**src/rtl/cqd_pkg.sv**
```systemverilog
package cqd_pkg;

  typedef enum logic [1:0] {
    RG_RAM = 2'd0,
    RG_ROM = 2'd1,
    RG_IO  = 2'd2
  } region_t;

  localparam logic [7:0] OP_NOP  = 8'hEA;
  localparam logic [7:0] IO_FILL = 8'h00;

  // Cycle-type helpers, kept as functions so the bench can restate them.
  function automatic logic is_fetch(input logic vda, input logic vpa);
    return vda & vpa;
  endfunction

  function automatic logic mem_ok(input logic vda, input logic vpa);
    return vda | vpa;
  endfunction

  function automatic logic io_ok(input logic vda, input logic vpa);
    return vda & ~vpa;
  endfunction

endpackage

```
**src/rtl/cqd_region.sv**
```systemverilog
module cqd_region
  import cqd_pkg::*;
#(
  parameter int AW = 24,
  parameter int IO_DEVS = 8,
  parameter int DEV_BYTES = 32,
  parameter logic [AW-1:0] IO_BASE = 24'h00DE00,
  parameter logic [AW-1:0] ROM_LO = 24'h008000,
  parameter logic [AW-1:0] ROM_HI = 24'h00FFFF
) (
  input  logic [AW-1:0]              addr,
  output region_t                    region,
  output logic [$clog2(IO_DEVS)-1:0] io_idx
);
  localparam int IDX_W  = $clog2(IO_DEVS);
  localparam int DEV_SH = $clog2(DEV_BYTES);
  localparam int WIN_SH = IDX_W + DEV_SH;

  logic in_io;
  logic in_rom;

  assign in_io  = (addr[AW-1:WIN_SH] == IO_BASE[AW-1:WIN_SH]);
  assign in_rom = (addr >= ROM_LO) && (addr <= ROM_HI);
  assign io_idx = addr[WIN_SH-1:DEV_SH];

  always_comb begin
    if (in_io)       region = RG_IO;
    else if (in_rom) region = RG_ROM;
    else             region = RG_RAM;
  end
endmodule

```
**src/rtl/cqd_select.sv**
```systemverilog
module cqd_select
  import cqd_pkg::*;
#(
  parameter int IO_DEVS = 8
) (
  input  logic                       rst_n,
  input  region_t                    region,
  input  logic [$clog2(IO_DEVS)-1:0] io_idx,
  input  logic                       vda,
  input  logic                       vpa,
  input  logic                       rw,
  output logic                       rom_cs_n,
  output logic                       ram_cs_n,
  output logic [IO_DEVS-1:0]         io_cs_n,
  output logic                       io_fetch
);
  logic mem_q;
  logic io_q;

  assign mem_q    = rst_n & mem_ok(vda, vpa);
  assign io_q     = rst_n & io_ok(vda, vpa) & (region == RG_IO);
  assign rom_cs_n = ~(mem_q & (region == RG_ROM));
  assign ram_cs_n = ~(mem_q & (region == RG_RAM));
  assign io_fetch = rst_n & rw & is_fetch(vda, vpa) & (region == RG_IO);

  for (genvar k = 0; k < IO_DEVS; k++) begin : g_io
    assign io_cs_n[k] = ~(io_q & (io_idx == k[$clog2(IO_DEVS)-1:0]));
  end
endmodule

```
**src/rtl/cqd_guard.sv**
```systemverilog
module cqd_guard #(
  parameter int N_BAN = 2,
  parameter logic [N_BAN*8-1:0] BAN_OPS = {8'hDB, 8'hCB}
) (
  input  logic       clk,
  input  logic       rst_n,
  input  logic       guard_en,
  input  logic       fetch_mem,
  input  logic [7:0] opcode,
  input  logic       viol_clr,
  output logic       hit,
  output logic       viol_pulse,
  output logic       viol_flag
);
  function automatic logic banned(input logic [7:0] op);
    logic m;
    m = 1'b0;
    for (int i = 0; i < N_BAN; i++) begin
      if (BAN_OPS[i*8 +: 8] == op) m = 1'b1;
    end
    return m;
  endfunction

  assign hit = guard_en & fetch_mem & banned(opcode);

  always_ff @(posedge clk or negedge rst_n) begin
    if (!rst_n) begin
      viol_pulse <= 1'b0;
      viol_flag  <= 1'b0;
    end else begin
      viol_pulse <= hit;
      if (hit)           viol_flag <= 1'b1;
      else if (viol_clr) viol_flag <= 1'b0;
    end
  end

  AST_PULSE_ONE_CYCLE: assert property (@(posedge clk) disable iff (!rst_n)
    viol_pulse |=> (!viol_pulse || $past(hit)));
  AST_PULSE_SETS_FLAG: assert property (@(posedge clk) disable iff (!rst_n)
    viol_pulse |-> viol_flag);
  AST_FLAG_STICKY: assert property (@(posedge clk) disable iff (!rst_n)
    (viol_flag && !viol_clr) |=> viol_flag);
endmodule

```
**src/rtl/cyc_qual_decoder.sv**
```systemverilog
module cyc_qual_decoder
  import cqd_pkg::*;
#(
  parameter int AW = 24,
  parameter int IO_DEVS = 8,
  parameter int DEV_BYTES = 32,
  parameter logic [AW-1:0] IO_BASE = 24'h00DE00,
  parameter logic [AW-1:0] ROM_LO = 24'h008000,
  parameter logic [AW-1:0] ROM_HI = 24'h00FFFF,
  parameter int N_BAN = 2,
  parameter logic [N_BAN*8-1:0] BAN_OPS = {8'hDB, 8'hCB}
) (
  input  logic               clk,
  input  logic               rst_n,
  input  logic [AW-1:0]      addr,
  input  logic               rw,
  input  logic               vda,
  input  logic               vpa,
  input  logic [7:0]         cpu_data_in,
  input  logic               guard_en,
  input  logic               viol_clr,
  output logic [7:0]         cpu_data_out,
  output logic               data_ovr,
  output logic               rom_cs_n,
  output logic               ram_cs_n,
  output logic [IO_DEVS-1:0] io_cs_n,
  output logic               viol_pulse,
  output logic               viol_flag
);
  localparam int IDX_W = $clog2(IO_DEVS);

  region_t    region;
  logic [IDX_W-1:0] io_idx;
  logic       io_fetch;
  logic       fetch_mem;
  logic       guard_hit;

  cqd_region #(
    .AW(AW), .IO_DEVS(IO_DEVS), .DEV_BYTES(DEV_BYTES),
    .IO_BASE(IO_BASE), .ROM_LO(ROM_LO), .ROM_HI(ROM_HI)
  ) u_region (
    .addr(addr), .region(region), .io_idx(io_idx)
  );

  cqd_select #(.IO_DEVS(IO_DEVS)) u_select (
    .rst_n(rst_n), .region(region), .io_idx(io_idx),
    .vda(vda), .vpa(vpa), .rw(rw),
    .rom_cs_n(rom_cs_n), .ram_cs_n(ram_cs_n),
    .io_cs_n(io_cs_n), .io_fetch(io_fetch)
  );

  assign fetch_mem = rst_n & rw & is_fetch(vda, vpa) & (region != RG_IO);

  cqd_guard #(.N_BAN(N_BAN), .BAN_OPS(BAN_OPS)) u_guard (
    .clk(clk), .rst_n(rst_n), .guard_en(guard_en),
    .fetch_mem(fetch_mem), .opcode(cpu_data_in), .viol_clr(viol_clr),
    .hit(guard_hit), .viol_pulse(viol_pulse), .viol_flag(viol_flag)
  );

  always_comb begin
    data_ovr     = 1'b0;
    cpu_data_out = cpu_data_in;
    if (io_fetch) begin
      data_ovr     = 1'b1;
      cpu_data_out = IO_FILL;
    end else if (guard_hit) begin
      data_ovr     = 1'b1;
      cpu_data_out = OP_NOP;
    end
  end

  AST_IO_NEEDS_DATA_CYCLE: assert property (@(posedge clk) disable iff (!rst_n)
    (io_cs_n != '1) |-> (vda && !vpa));
  AST_SELECTS_EXCLUSIVE: assert property (@(posedge clk) disable iff (!rst_n)
    $onehot0({~rom_cs_n, ~ram_cs_n, ~io_cs_n}));
  AST_IDLE_QUIET: assert property (@(posedge clk) disable iff (!rst_n)
    (!vda && !vpa) |-> (rom_cs_n && ram_cs_n && (io_cs_n == '1) && !data_ovr));
  AST_IO_FETCH_ZERO: assert property (@(posedge clk) disable iff (!rst_n)
    io_fetch |-> (data_ovr && cpu_data_out == 8'h00 && io_cs_n == '1));
  AST_MEM_NEEDS_CYCLE: assert property (@(posedge clk) disable iff (!rst_n)
    (!rom_cs_n || !ram_cs_n) |-> (vda || vpa));
endmodule

```
**config.mk**
```make
export PLATFORM = sky130hd
export DESIGN_NAME = cyc_qual_decoder
export DESIGN_NICKNAME = d
export VERILOG_FILES = /design/src/rtl/cqd_pkg.sv /design/src/rtl/cqd_region.sv /design/src/rtl/cqd_select.sv /design/src/rtl/cqd_guard.sv /design/src/rtl/cyc_qual_decoder.sv
export SDC_FILE = /design/constraint.sdc
export NUM_CORES = 1
export LEC_CHECK = 0
export BUFFER_PORTS_ARGS = -buffer_cell sky130_fd_sc_hd__buf_2
export CORE_AREA = 8 8 47 49
export DETAILED_ROUTE_END_ITERATION = 7
export DIE_AREA = 0 0 55 57
export PLACE_DENSITY = 0.79
export SETUP_SLACK_MARGIN = 0.4
export SLEW_MARGIN = 10
export SYNTH_ARGS = -nofsm -noshare
export SYNTH_HDL_FRONTEND = slang
export SYNTH_SLANG_ARGS = --single-unit
```
**constraint.sdc**
```tcl
create_clock -name clk -period 2.97 [get_ports clk]
set_input_delay 0.7425 -clock clk [delete_from_list [all_inputs] [get_ports clk]]
set_output_delay 0.7425 -clock clk [all_outputs]
set_load 0.02 [all_outputs]
```
## Yosys cells after proc, flatten, opt, wreduce, memory -nomap -nowiden

Index checks and enable logic that the tools add are counted.

- Output and inout port bits: 21
- Word-level logic and storage cells: 64
- Memory bits (writable): 0
- Memories: 0
- Memory bits (read-only): 0
- Register bits: 2
- Input port bits: 39
- Bits in latches: 0

- $add $sub $neg: 0
- Shifts and indexed selects: 0
- Equality and inequality tests: 13
- Reductions and logical operators: 4
- Div/mod/pow operators: 0
- Bitwise logic cells: 33
- Mux-type cells: 10
- Multiply operators: 0
- Magnitude comparators: 2

Operators by type and width:

| operator | count |
|---|---|
| greater-or-equal comparator 24 x 16 -> 1 bit (second input constant) | 1 |
| <= comparator 24 x 16 -> 1 bit (second input constant) | 1 |
| AND 1 bit | 21 |
| equality test 16 x 8 -> 1 bit (second input constant) | 1 |
| equality test 8 bit (first input constant) | 2 |
| 2-to-1 mux 8 bit | 2 |
| equality test 3 bit (second input constant) | 4 |
| NOT 1 bit | 11 |
| 2-to-1 mux 1 bit | 7 |
| equality test 3 x 2 -> 1 bit (second input constant) | 2 |
| equality test 3 x 1 -> 1 bit (second input constant) | 1 |
| logical NOT 3 bit | 1 |
| equality test 2 x 1 -> 1 bit (second input constant) | 1 |
| equality test 2 bit (second input constant) | 1 |
| logical NOT 2 bit | 1 |
| 2-to-1 mux 2 bit | 1 |
| inequality test 2 bit (second input constant) | 1 |
| nonzero test 2 bit | 1 |
| logical AND 1 bit | 1 |
| bitwise OR 1 bit | 1 |

## Logic depth before layout (Yosys ltp)

- Depth in word-level cells: 10
- Depth in mapped cells: 5
- Depth with buffers taken out: 3

## By module

A second synthesis with hierarchy kept.

- Cell total of the unflattened synthesis: 54
- Area, all modules: 391.6 µm²

Modules (own cells, without submodules):

| module | cells each | instances | area each (µm²) |
|---|---|---|---|
| cqd_select | 18 | 1 | 123.9 |
| cqd_guard | 8 | 1 | 102.6 |
| cqd_region | 10 | 1 | 83.8 |
| cyc_qual_decoder | 18 | 1 | 81.3 |

## Least setup slack after synthesis

Ideal clock, no wire load.

- Kind: input port to output port
- From: in addr[13]
- To: out data_ovr
- Setup slack: 0.394 ns
- Stages: 3
- Data arrival time: 1.834 ns
- Path buffers: 0
- Cells stage by stage: nand4b_4 > or3_1 > o31ai_1

- Cells in the longest elaborated chain, start to end: 10
- Elaborated cells between the ends (all ways): 14
- Those cells by class: order compare (2); eq/ne (3); mux (4); bitwise (4); reduce/logical (1)

Ends and longest elaborated chain:

| what | line | text |
|---|---|---|
| start, declared | cyc_qual_decoder.sv:15 | `input logic [AW-1:0] addr,` |
| greater-or-equal comparator 24 x 16 -> 1 bit or <= comparator 24 x 16 -> 1 bit (tied branches) | cqd_region.sv:23 | `assign in_rom = (addr >= ROM_LO) && (addr <= ROM_HI);` |
| logical AND 1 bit | cqd_region.sv:23 |  |
| 2-to-1 mux 1 bit | cqd_region.sv:28 | `else if (in_rom) region = RG_ROM;` |
| 2-to-1 mux 2 bit (*) | cqd_region.sv:27 | `if (in_io) region = RG_IO;` |
| inequality test 2 bit | cyc_qual_decoder.sv:52 | `assign fetch_mem = rst_n & rw & is_fetch(vda, vpa) & (region != RG_IO);` |
| AND 1 bit | cyc_qual_decoder.sv:52 |  |
| AND 1 bit (2 in series) | cqd_guard.sv:24 | `assign hit = guard_en & fetch_mem & banned(opcode);` |
| 2-to-1 mux 1 bit | cyc_qual_decoder.sv:66 | `end else if (guard_hit) begin` |
| 2-to-1 mux 1 bit (*) | cyc_qual_decoder.sv:63 | `if (io_fetch) begin` |
| end, declared | cyc_qual_decoder.sv:23 | `output logic data_ovr,` |

Mark *: on every way between the ends. The rest lies on a longest branch, timed or not.

## Worst setup path after layout

- From: in addr[18]
- To: out rom_cs_n

- Cells in the longest elaborated chain, start to end: 7
- Elaborated cells between the ends (all ways): 9
- Those cells by class: order compare (2); eq/ne (2); mux (2); bitwise (2); reduce/logical (1)

Ends and longest elaborated chain:

| what | line | text |
|---|---|---|
| greater-or-equal comparator 24 x 16 -> 1 bit or <= comparator 24 x 16 -> 1 bit (tied branches) | cqd_region.sv:23 |  |
| logical AND 1 bit | cqd_region.sv:23 |  |
| 2-to-1 mux 1 bit | cqd_region.sv:28 |  |
| 2-to-1 mux 2 bit (*) | cqd_region.sv:27 |  |
| equality test 2 x 1 -> 1 bit (*) | cqd_select.sv:22 | `assign rom_cs_n = ~(mem_q & (region == RG_ROM));` |
| AND 1 bit (*) | cqd_select.sv:22 |  |
| NOT 1 bit (*) | cqd_select.sv:22 |  |
| end, declared | cyc_qual_decoder.sv:24 | `output logic rom_cs_n,` |

Marks and branches as above.

==> impl_metrics.py <==
metrics = {
    "synthesis": {
        "synth.net_count": 91,
        "synth-seq-area-share": 0.111,
        "yosysTopAreaCellShare": 0.117,
        "synthArstFlopShare": 1.00,
        "yosys_most_used_dff": "dfrtp_1",
        "syn_area_per_cell_um2": 8.64,
        "ys_top_cells_by_count": "6 x a21boi_0, 6 x nand4b_1, 5 x nand4_1, 4 x o31ai_1",
        "yosys_warnings": 0,
        "synth_area_um2": 449,
        "synth_cell_types": 25,
        "synth-seq-cells": 2,
        "yosys-top-cells-area": "nand4b_1 12%, dfrtp_1 11%, a21boi_0 10%",
        "synth_largest_area_cell": "nand4b_1",
        "synth_edf_count": 0,
        "syn_inst": 52,
    },
    "grt": {
        "grt_max_degree": 11,
        "first_global_vias": 736,
        "grt_overflow": 0,
        "track_usage": 0.121,
        "antenna_found_initial": 0,
        "grt_pass1_wl_um": 3030,
    },
    "sta": {
        "period_needed_ns": 2.58,
        "drv_slew": 0,
        "tightest_slew_ns": 0.451,
        "fin_setup_tns_ns": 0,
        "clock.fmax_mhz": 388,
        "slew_headroom": 0.697,
        "rsz0062_at_grt": "true",
        "fin_crit_sh": 0.868,
        "hold_viol": 0,
        "setup_viol": 0,
        "skew_ns": 0,
    },
    "critical_path": {
        "critical_path_arrival_ns": 1.83,
        "start_kind": "input pin",
        "rrSetupSlack_ns": 2.08,
        "cp_max_fo": 3,
        "rr_endpoint": "u_guard.viol_flag",
        "crit_end": "rom_cs_n",
        "crit_start": "addr[18]",
        "crit_required_ns": 2.23,
        "end_kind": "output port",
        "r2r-start": "u_guard.viol_flag",
        "worst-setup-path-type": "input pin to output port",
        "reg2regPathDepth": 3,
    },
    "power": {
        "powerDensity_nw_per_um2": 183,
        "p_int_mw": 0.105,
        "power_frac_clock": 0.379,
        "p_seq_frac": 0.177,
        "irDropWorstVdd_mv": 0.128,
        "p_sw_mw": 0.0505,
        "pwr-share-comb": 0.445,
        "leakage_nw": 0.392,
        "swShare": 0.324,
    },
    "drt": {
        "wl_per_cell_um": 14.6,
        "drt_wl_total_um": 1900,
        "drtAntennaViolNets": 0,
        "via_count": 681,
        "drtIter0Drc": 3,
        "drc": 0,
        "dr.pass1.iters": 4,
        "avgViaCountPerCell": 5.24,
    },
    "worst_hold_path": {
        "min_path_type": "input pin to asynchronous set/reset pin",
    },
    "clock_tree": {
        "cts_tree": "yes",
        "root_buffer": "clkbuf_4",
        "clk_latency_ns": 0.22,
        "cts_buffers": 3,
        "htreeDepth": 1,
        "clock_path_buffers": 2,
        "clkSinkCount": 2,
        "cts_hold_buf": 0,
        "cts.clk_slew.worst_paths_ns": 0.03,
    },
    "placed_design": {
        "buffer_ports.inserted": 54,
        "postPlaceCellArea_um2": 738,
        "hpwlAfterDp_um": 1570,
        "gp_congestion": 0.738,
    },
    "layout": {
        "drive_gt1_frac": 0.637,
        "insertedDiodeCount": 0,
        "syn2layout_area_growth_pct": 89.7,
        "fin_nets": 154,
        "stdcell_area_um2": 852,
    },
    "die": {
        "io_pins": 60,
        "core-area_um2": 1580,
        "die_y_um": 57,
        "die-area_um2": 3140,
        "die_x_um": 55,
        "rows": 15,
        "initial_core_util": 0.285,
    },
    "outcome": {
        "outcome": "complete, no violations",
    },
    "job": {
        "drv_cap": 0,
    },
}
-- layout make-up --
| cell class | instances | area (µm²) |
|---|---|---|
| sequential | 2 | 50.0 |
| multi-input combinational | 47 | 412 |
| tap | 17 | 21.3 |
| clock buffer | 3 | 22.5 |
| timing repair buffer | 60 | 343 |
| fill | 161 | 724 |
| inverter | 1 | 3.75 |
-- power groups by stage --
stage	clock [mW]	combinational, mW	sequential, mW
after global routing	0.0698	0.0744	0.0274
after detailed placement	0	0.0622	0.0278
final	0.0589	0.0693	0.0275
after CTS	0.0612	0.0653	0.0275
after floorplan	0	0.0248	0.0278
after global placement	0	0.0602	0.0278
-- worst min path at each step --
stage / start / end / slack (ns) / cells after the start
after detailed placement: rst_n / u_guard.viol_pulse / 0.56 / 1
after floorplan: rst_n / u_guard.viol_flag / 0.45 / 0
after CTS: rst_n / u_guard.viol_pulse / 0.32 / 1
after global routing: rst_n / u_guard.viol_flag / 0.31 / 1
after global placement: rst_n / u_guard.viol_pulse / 0.56 / 1
final: rst_n / u_guard.viol_pulse / 0.33 / 1
-- cell usage in the layout (no fill, tap or decap) --
master	netlist	routed
a21boi_0	6	6
a21oi_1	3	3
a2bb2oi_1	1	1
and4_1	1	1
and4bb_2	1	1
buf_2	0	49
buf_4	1	7
buf_6	0	4
clkbuf_4	0	3
dfrtp_1	2	2
inv_1	1	1
nand2_1	2	2
nand2b_4	0	1
nand4_1	5	5
nand4_4	1	1
nand4b_1	6	6
nand4b_4	1	1
nor2_1	2	2
nor2b_1	1	1
nor3_1	1	1
nor3_4	0	1
nor4_1	3	2
nor4_4	1	2
nor4b_1	2	2
o21ai_0	1	1
o31ai_1	4	3
o31ai_2	0	1
or3_1	3	2
or3_4	0	1
-- cell families after synthesis --
group | synth area share
AND/OR/NAND/NOR | 0.599
flip-flops | 0.111
buffers and inverters | 0.0585
AO/OA/AOI/OAI | 0.231
-- metal layers --
layer	up-vias	GRT usage	part of all wire
met3	0	0.0442	0.060
met1	312	0.137	0.38
met5	-	0	0
met2	26	0.203	0.55
li1	343	-	-
met4	0	0.0309	0
-- state kept, by name, summed over array words and instances, names as in the netlist --
| name | cells |
|---|---|
| u_guard.viol_flag | 1 |
| u_guard.viol_pulse | 1 |
-- stage by stage --
| stage | total power, mW | hold WS (ns) | instances | util | setup slack (ns) |
|---|---|---|---|---|---|
| 6_report | 0.156 | 0.327 | 130 | 0.540 | 0.393 |
| 3_3_place_gp | 0.0880 | 0.560 | 123 | 0.468 | 0.276 |
| 5_1_grt | 0.172 | 0.311 | 130 | 0.540 | 0.349 |
| 4_1_cts | 0.154 | 0.324 | 129 | 0.510 | 0.365 |
| 3_5_place_dp | 0.0899 | 0.561 | 123 | 0.468 | 0.220 |
| 2_1_floorplan | 0.0526 | 0.447 | 52 | - | 0.478 |
-- what timing repair did --
item,in CTS,in global routing
pin swaps,3,3
setup buffers,3,1
resized for setup,3,9
endpoints found under the setup margin,18,17
-- critical path, cell delays in order --
cell,delay [ns]
buf_6,0.09
nor4_4,0.26
nand4_1,0.22
or3_1,0.37
buf_6,0.14
(Power assumes the default switching activity.)
